### src/rtl/ijmp_pkg.sv
package ijmp_pkg;
  localparam logic [7:0] OP_PFX_SHORT = 8'h40;
  localparam logic [7:0] OP_PFX_LONG  = 8'h5B;
  localparam logic [7:0] OP_SEL_A     = 8'hDD;
  localparam logic [7:0] OP_SEL_B     = 8'hFD;
  localparam logic [7:0] OP_JUMP      = 8'hE9;

  localparam int CYC_W     = 3;
  localparam int CYC_PLAIN = 4;
  localparam int CYC_PFX   = 5;

  typedef enum logic [1:0] {
    ST_IDLE = 2'd0,
    ST_PFX  = 2'd1,
    ST_SEL  = 2'd2
  } dec_st_e;

  typedef enum logic [1:0] {
    PFX_NONE  = 2'd0,
    PFX_SHORT = 2'd1,
    PFX_LONG  = 2'd2
  } pfx_e;
endpackage

### src/rtl/ijmp_decoder.sv
module ijmp_decoder
  import ijmp_pkg::*;
#(
  parameter int BYTE_W = 8
) (
  input  logic              clk,
  input  logic              rst,
  input  logic              in_valid,
  output logic              in_ready,
  input  logic [BYTE_W-1:0] in_data,
  output logic              fire,
  output logic              fire_use_b,
  output pfx_e              fire_pfx
);
  dec_st_e state_q, state_d;
  pfx_e    pfx_q, pfx_d;
  logic    sel_b_q, sel_b_d;
  logic    accept;
  logic    is_sel;

  assign in_ready = !rst;
  assign accept   = in_valid && in_ready;
  assign is_sel   = (in_data == OP_SEL_A) || (in_data == OP_SEL_B);

  always_comb begin
    state_d = state_q;
    pfx_d   = pfx_q;
    sel_b_d = sel_b_q;
    fire    = 1'b0;
    if (accept) begin
      unique case (state_q)
        ST_IDLE: begin
          if (in_data == OP_PFX_SHORT) begin
            state_d = ST_PFX;
            pfx_d   = PFX_SHORT;
          end else if (in_data == OP_PFX_LONG) begin
            state_d = ST_PFX;
            pfx_d   = PFX_LONG;
          end else if (is_sel) begin
            state_d = ST_SEL;
            pfx_d   = PFX_NONE;
            sel_b_d = (in_data == OP_SEL_B);
          end
        end
        ST_PFX: begin
          if (is_sel) begin
            state_d = ST_SEL;
            sel_b_d = (in_data == OP_SEL_B);
          end else begin
            state_d = ST_IDLE;
          end
        end
        ST_SEL: begin
          state_d = ST_IDLE;
          fire    = (in_data == OP_JUMP);
        end
        default: state_d = ST_IDLE;
      endcase
    end
  end

  assign fire_use_b = sel_b_q;
  assign fire_pfx   = pfx_q;

  always_ff @(posedge clk) begin
    if (rst) begin
      state_q <= ST_IDLE;
      pfx_q   <= PFX_NONE;
      sel_b_q <= 1'b0;
    end else begin
      state_q <= state_d;
      pfx_q   <= pfx_d;
      sel_b_q <= sel_b_d;
    end
  end

  // a jump needs at least two bytes, so completions never abut
  a_r8_single_pulse: assert property (@(posedge clk) disable iff (rst)
    fire |=> !fire);

  // an idle input cycle leaves the decoder where it was
  a_r10_stall_holds: assert property (@(posedge clk) disable iff (rst)
    !in_valid |=> $stable(state_q));
endmodule

### src/rtl/ijmp_pcgen.sv
module ijmp_pcgen
  import ijmp_pkg::*;
#(
  parameter int ADDR_W  = 24,
  parameter int SHORT_W = 16
) (
  input  logic              clk,
  input  logic              rst,
  input  logic              fire,
  input  logic              use_b,
  input  pfx_e              pfx,
  input  logic              mode_in,
  input  logic [ADDR_W-1:0] idx_a,
  input  logic [ADDR_W-1:0] idx_b,
  output logic [ADDR_W-1:0] pc_q,
  output logic              mode_q,
  output logic              taken_q,
  output logic [CYC_W-1:0]  cyc_q
);
  localparam int UPPER_W = ADDR_W - SHORT_W;

  logic [ADDR_W-1:0] src;
  logic              go_long;
  logic [ADDR_W-1:0] pc_next;

  assign src     = use_b ? idx_b : idx_a;
  assign go_long = (pfx == PFX_LONG) || (mode_in && (pfx != PFX_SHORT));

  generate
    if (UPPER_W > 0) begin : g_split
      assign pc_next = go_long ? src : {pc_q[ADDR_W-1:SHORT_W], src[SHORT_W-1:0]};
    end else begin : g_flat
      assign pc_next = src;
    end
  endgenerate

  always_ff @(posedge clk) begin
    if (rst) begin
      pc_q    <= '0;
      mode_q  <= 1'b0;
      taken_q <= 1'b0;
      cyc_q   <= '0;
    end else begin
      taken_q <= fire;
      if (fire) begin
        pc_q   <= pc_next;
        mode_q <= go_long;
        cyc_q  <= (pfx == PFX_NONE) ? CYC_W'(CYC_PLAIN) : CYC_W'(CYC_PFX);
      end
    end
  end

  // a short-form jump never alters the upper PC bits
  a_r3_upper_kept: assert property (@(posedge clk) disable iff (rst)
    (fire && (pfx == PFX_SHORT || (pfx == PFX_NONE && !mode_in)))
      |=> (pc_q[ADDR_W-1:SHORT_W] == $past(pc_q[ADDR_W-1:SHORT_W])));

  // without a completed jump, PC and mode hold
  a_r9_hold: assert property (@(posedge clk) disable iff (rst)
    !fire |=> ($stable(pc_q) && $stable(mode_q)));

  // the reported cycle count is one of the two legal forms
  a_r8_cycle_range: assert property (@(posedge clk) disable iff (rst)
    taken_q |-> (cyc_q == CYC_W'(CYC_PLAIN) || cyc_q == CYC_W'(CYC_PFX)));

  // a long prefix always leaves 24-bit mode behind it
  a_r5_long_sets_mode: assert property (@(posedge clk) disable iff (rst)
    (fire && pfx == PFX_LONG) |=> mode_q);
endmodule

### src/rtl/ijmp_eaddr.sv
module ijmp_eaddr #(
  parameter int ADDR_W  = 24,
  parameter int SHORT_W = 16
) (
  input  logic [ADDR_W-1:0]         pc,
  input  logic                      mode,
  input  logic [ADDR_W-SHORT_W-1:0] base,
  output logic [ADDR_W-1:0]         eaddr
);
  assign eaddr = mode ? pc : {base, pc[SHORT_W-1:0]};
endmodule

### src/rtl/ijmp_unit.sv
module ijmp_unit
  import ijmp_pkg::*;
#(
  parameter int ADDR_W  = 24,
  parameter int SHORT_W = 16,
  parameter int BYTE_W  = 8
) (
  input  logic                      clk,
  input  logic                      rst,
  input  logic                      in_valid,
  output logic                      in_ready,
  input  logic [BYTE_W-1:0]         in_data,
  input  logic [ADDR_W-1:0]         idx_a,
  input  logic [ADDR_W-1:0]         idx_b,
  input  logic [ADDR_W-SHORT_W-1:0] base_reg,
  input  logic                      mode_in,
  output logic [ADDR_W-1:0]         pc,
  output logic [ADDR_W-1:0]         fetch_addr,
  output logic                      mode_out,
  output logic                      jump_taken,
  output logic [CYC_W-1:0]          jump_cycles
);
  logic fire;
  logic use_b;
  pfx_e pfx;

  ijmp_decoder #(.BYTE_W(BYTE_W)) u_dec (
    .clk        (clk),
    .rst        (rst),
    .in_valid   (in_valid),
    .in_ready   (in_ready),
    .in_data    (in_data),
    .fire       (fire),
    .fire_use_b (use_b),
    .fire_pfx   (pfx)
  );

  ijmp_pcgen #(.ADDR_W(ADDR_W), .SHORT_W(SHORT_W)) u_pc (
    .clk     (clk),
    .rst     (rst),
    .fire    (fire),
    .use_b   (use_b),
    .pfx     (pfx),
    .mode_in (mode_in),
    .idx_a   (idx_a),
    .idx_b   (idx_b),
    .pc_q    (pc),
    .mode_q  (mode_out),
    .taken_q (jump_taken),
    .cyc_q   (jump_cycles)
  );

  ijmp_eaddr #(.ADDR_W(ADDR_W), .SHORT_W(SHORT_W)) u_ea (
    .pc    (pc),
    .mode  (mode_out),
    .base  (base_reg),
    .eaddr (fetch_addr)
  );

  // the cycle after reset the architectural state is cleared
  a_r1_reset_clear: assert property (@(posedge clk)
    rst |=> (pc == '0 && !mode_out && !jump_taken));
endmodule

### config.mk
export PLATFORM = sky130hd
export DESIGN_NAME = ijmp_unit
export DESIGN_NICKNAME = d
export VERILOG_FILES = /design/src/rtl/ijmp_pkg.sv /design/src/rtl/ijmp_decoder.sv /design/src/rtl/ijmp_pcgen.sv /design/src/rtl/ijmp_eaddr.sv /design/src/rtl/ijmp_unit.sv
export SDC_FILE = /design/constraint.sdc
export NUM_CORES = 1
export LEC_CHECK = 0
export BUFFER_PORTS_ARGS = -buffer_cell sky130_fd_sc_hd__buf_2
export CAP_MARGIN = 20
export CORE_ASPECT_RATIO = 1.5
export CORE_MARGIN = 2
export CORE_UTILIZATION = 37
export DETAILED_ROUTE_END_ITERATION = 8
export PLACE_DENSITY_LB_ADDON = 0.25
export SYNTH_ARGS = -nofsm -noshare
export SYNTH_HDL_FRONTEND = slang
export SYNTH_SLANG_ARGS = --single-unit
### constraint.sdc
create_clock -name clk -period 1.3 [get_ports clk]
set_input_delay 0.26 -clock clk [delete_from_list [all_inputs] [get_ports clk]]
set_output_delay 0.26 -clock clk [all_outputs]
set_load 0.005 [all_outputs]
Word level (Yosys, flattened, before mapping). Index checks and enable logic that the tools add are counted.

Register bits after elaboration: 34. Latch bits: 0. Memory bits (writable): 0. Memory bits (read-only): 0. Output and inout port bits: 54. Memories: 0.

Add/subtract/negate cells: 0. Multipliers: 0. Div/mod/pow operators: 0. Magnitude comparators: 0. Equal/unequal tests: 12. Shift-type cells: 0. Muxes and demuxes: 17. Bitwise logic cells: 0. Reductions and logical operators: 13.

Operator list (count): $mux W24 (2); $eq A8 B8 Y1 const B (3); $eq A8 B7 Y1 const B (2); $mux W2 (7); $mux W1 (6); $eq A2 B2 Y1 const B (2); $logic_not A2 Y1 (2); $ne A2 B2 Y1 const B (2); $ne A4 B1 Y1 const B (1); $pmux W2 S2 (1); $reduce_and A2 Y1 (2); $reduce_and A4 Y1 (1); $reduce_and A3 Y1 (1); $reduce_bool A3 Y1 (1); $eq A2 B1 Y1 const B (1); $logic_and A1 B1 Y1 (2); $logic_or A1 B1 Y1 (2); $ne A2 B1 Y1 const B (1); $pmux W1 S2 (1); $reduce_bool A2 Y1 (1); $logic_not A1 Y1 (1).

Logic depth before layout (Yosys ltp).
Depth after elaboration: 6. Depth in mapped cells: 5.

By module. A second synthesis with hierarchy kept.

Cells, all modules: 193. Area total of the unflattened synthesis: 1916.8 µm².

Modules (own cells, without submodules): ijmp_pcgen (times used 1, cells an instance 128, area each 1318.8 µm²); ijmp_decoder (times used 1, cells an instance 40, area each 346.6 µm²); ijmp_eaddr (times used 1, cells an instance 25, area each 251.5 µm²).

Worst setup path after synthesis. OpenSTA, ideal clock, no wires.

Kind: register to register. From: register u_dec.state_q[0]. To: register u_pc.pc_q[23]. Setup time: 91 ps. Arrival time: 1258 ps. Required time: 1209 ps. Setup slack: -49 ps. Stages on the path, launching flop included: 6. Path buffers: 1. Period minus slack after synthesis: 1349 ps. Cells stage by stage: dfxtp_1 -> nand4bb_1 -> nor3_4 -> buf_4 -> a21oi_1 -> a311oi_1.

Cells in the longest elaborated chain, start to end: 4.

Ends and longest elaborated chain: start: declaration (line ijmp_decoder.sv:15) `dec_st_e state_q, state_d;`; start signal: assignment (line ijmp_decoder.sv:71) `state_q <= state_d;`; $eq A2 B2 Y1 (line ijmp_decoder.sv:31) `unique case (state_q)`; $mux W1 (line ijmp_decoder.sv:31); $mux W1 (line ijmp_decoder.sv:30) `if (accept) begin`; $reduce_and A2 Y1 (no line); end signal: assignment (line ijmp_pcgen.sv:46) `pc_q <= pc_next;`; end: declaration (line ijmp_pcgen.sv:15) `output logic [ADDR_W-1:0] pc_q,`.

Every way passes these cells. A chain may end at the register's enable or synchronous reset.

Worst setup path in the final report.
From: register u_pc.mode_q. To: output fetch_addr[16].

Cells in the longest elaborated chain, start to end: 1.

Ends and longest elaborated chain: start: declaration (line ijmp_pcgen.sv:16) `output logic mode_q,`; start signal: assignment (line ijmp_pcgen.sv:47) `mode_q <= go_long;`; $mux W24 (line ijmp_eaddr.sv:10) `assign eaddr = mode ? pc : {base, pc[SHORT_W-1:0]};`; end: declaration (line ijmp_unit.sv:18) `output logic [ADDR_W-1:0] fetch_addr,`.

Every way passes these cells.

==> out/metrics.cfg <==
[status]
status = complete, but fails checks
violations = negative setup slack

[clocking]
cts.path.max_buffers = 2
insertion_delay_ps = 280
cts_sinks = 33
htree_num_levels = 2
numCtsBuffers = 5
cts_hold_buf = 0
clk_pin_slew_worst_paths_ps = 60
clock-root-buffer = clkbuf_8
cts_tree = done

[place]
port_buffers = 120
routabilityCongestion = 0.731
dpl.cell_count = 329
pre_cts_ws_ps = -214
dp_hpwl_um = 3300

[routing]
drt_iter0_drc = 32
wirelength_um = 5190
via_per_inst = 5.20
ant_nets = 0
drcViolationCount = 0
wl_per_cell_um = 14.9
via_count = 1810
dr.pass1.iters = 2

[global_routing]
grt-ovfl-total = 0
grt_use_met2_pct = 37.7
track_usage_pct = 19.8
grt_pass1_wl_um = 7850
antenna_found_initial = 0
grt_max_degree = 32
grtUsageMet3_pct = 3.71
top_usage_layer = met2
use_met1_pct = 20.3
grt_pass1_vias = 1795

[pwr]
ir_drop_uv = 483
pwr_density_cell_nw_per_um2 = 708
leakagePower_nw = 1.34

[die]
start_util_pct = 38.0
chipHeight_um = 87.3
dieArea_um2 = 5200
io_pins = 122
core_area_um2 = 4500
die_x_um = 59.5
row_count = 30

[setup_path]
startpoint_type = register
r2r_cells = 7
worst_setup_path_end_kind = output pin
crit_start = u_pc.mode_q
crit_path_end = fetch_addr[16]
path_max_fanout = 10
critical_path_class = register to output pin
ff2ff_setup_slack_ps = -140
cp_data_arrival_time_ps = 1190
r2r-start = u_dec.state_q[0]
r2r-end = u_pc.pc_q[23]
crit_required_ps = 1040

[yosys]
ys_warn_count = 0
synthDistinctLibCells = 26
syn_inst = 177
synth_seq_area_share_pct = 38.6
syn_avg_cell_area_um2 = 9.67
synth_area_um2 = 1710
ys_ff_latch = 33
synth_nets = 245

[finish]
drive_above_1_share_pct = 68.7
area_growth_pct = 73.8
layout_commonest_cell = buf_2
diodes = 0
final_cell_mix = buf_2 (112), dfxtp_1 (30), mux2i_1 (26)
fin_cells = 348
multi_input_area_um2 = 1130
fillers = 360
register_area_um2 = 664
nets = 367

[timing]
fmax_ghz = 0.688
finalMaxSlewViolations = 0
fin_crit_ps = 1450
worst_slack_ps = -153
finalClockSkew_ps = 3.32
setup-violations-final = 36
hold_viol = 0
grt_setup_unrepaired = true
fin_setup_tns_ps = -3630
period_share_pct = 112

[hold_path]
hp-class = input pin to register

[flow_run]
maxCapViolCount = 0

## per-layer routing
metal / up-vias / wire, um
met5: - / 0
met4: 0 / 80
met3: 10 / 251
met2: 67 / 3000
met1: 857 / 1860
li1: 876 / -
## cell type report
cell class / count / share of cell area (%)
tap: 48 / 2.02
multi-input combinational: 111 / 38.0
clock inverter: 1 / 0.168
clock buffer: 7 / 3.24
sequential: 33 / 22.3
timing repair buffer: 145 / 33.9
inverter: 3 / 0.378
## state kept, by name, indices dropped and copies added (netlist names)
register / flops
u_dec.fire_pfx: 2
u_pc.taken_q: 1
u_dec.state_q: 2
u_pc.cyc_q: 2
u_pc.mode_q: 1
u_pc.pc_q: 24
u_dec.fire_use_b: 1
## synthesized netlist by cell type
master | n | area share (%)
a211oi_1 | 17 | 7.5
a21boi_0 | 1 | 0.44
a21oi_1 | 10 | 2.9
a311oi_1 | 8 | 4.1
a32o_1 | 2 | 1.2
and3_1 | 1 | 0.37
and4_1 | 1 | 0.51
buf_2 | 6 | 1.8
buf_4 | 18 | 7.9
clkbuf_1 | 6 | 1.3
conb_1 | 1 | 0.22
dfxtp_1 | 33 | 39
inv_1 | 3 | 0.66
maj3_1 | 1 | 0.58
mux2_2 | 8 | 5.3
mux2i_1 | 26 | 15
nand2_1 | 1 | 0.22
nand3_1 | 1 | 0.29
nand4b_4 | 1 | 1.4
nand4bb_1 | 2 | 1.3
nor2_1 | 24 | 5.3
nor3_4 | 1 | 0.95
nor3b_1 | 1 | 0.44
nor4_1 | 2 | 0.73
nor4b_1 | 1 | 0.51
o211ai_1 | 1 | 0.44
## cells by family after synthesis
family / count (synthesis) / synth area share, %
DFF: 33 / 38.6
buffers and inverters: 33 / 11.6
and+or+nand+nor: 36 / 12.0
adders and majority gates: 1 / 0.585
muxes: 34 / 20.5
AOI/OAI and AO/OA: 39 / 16.5
other: 1 / 0.219
## timing repair
action	in CTS	in global routing
gates resized for setup	53	32
gates cloned	6	0
endpoints found under the setup margin	36	39
pin swaps	13	9
setup buffers	9	0
## worst min-delay path by stage
stage / start / endpoint / slack (ps) / cells past startpoint
after CTS: idx_a[10] / u_pc.pc_q[10] / 320 / 3
after global routing: idx_a[18] / u_pc.pc_q[18] / 340 / 3
final: idx_a[18] / u_pc.pc_q[18] / 340 / 3
after floorplan: in_data[5] / u_dec.fire_use_b / 410 / 2
after detailed placement: u_pc.cyc_q[2] / u_pc.cyc_q[2] / 470 / 2
after global placement: u_pc.cyc_q[2] / u_pc.cyc_q[2] / 450 / 2
## stage by stage
step	utilization (%)	area (um^2)	total power [mW]	hold slack [ps]
floorplan	-	1740	1.11	407
global placement	52.3	2360	1.25	455
detailed placement	52.3	2360	1.26	468
CTS	65.1	2930	2.12	321
global route	66.1	2980	2.20	336
finish	66.1	2980	2.11	337
## power breakdown
group	switching, mW	internal (mW)	leakage, nW
clock network	0.350	0.478	0.0542
logic	0.117	0.150	1.02
registers	0.000352	1.01	0.267
total	0.467	1.64	1.34
## worst max-delay path, cell delays in order (launching register included)
cell	delay [ps]
dfxtp_2	340
buf_12	140
mux2_4	320
buf_6	120
Note: power is estimated with default switching activity, not from simulation.
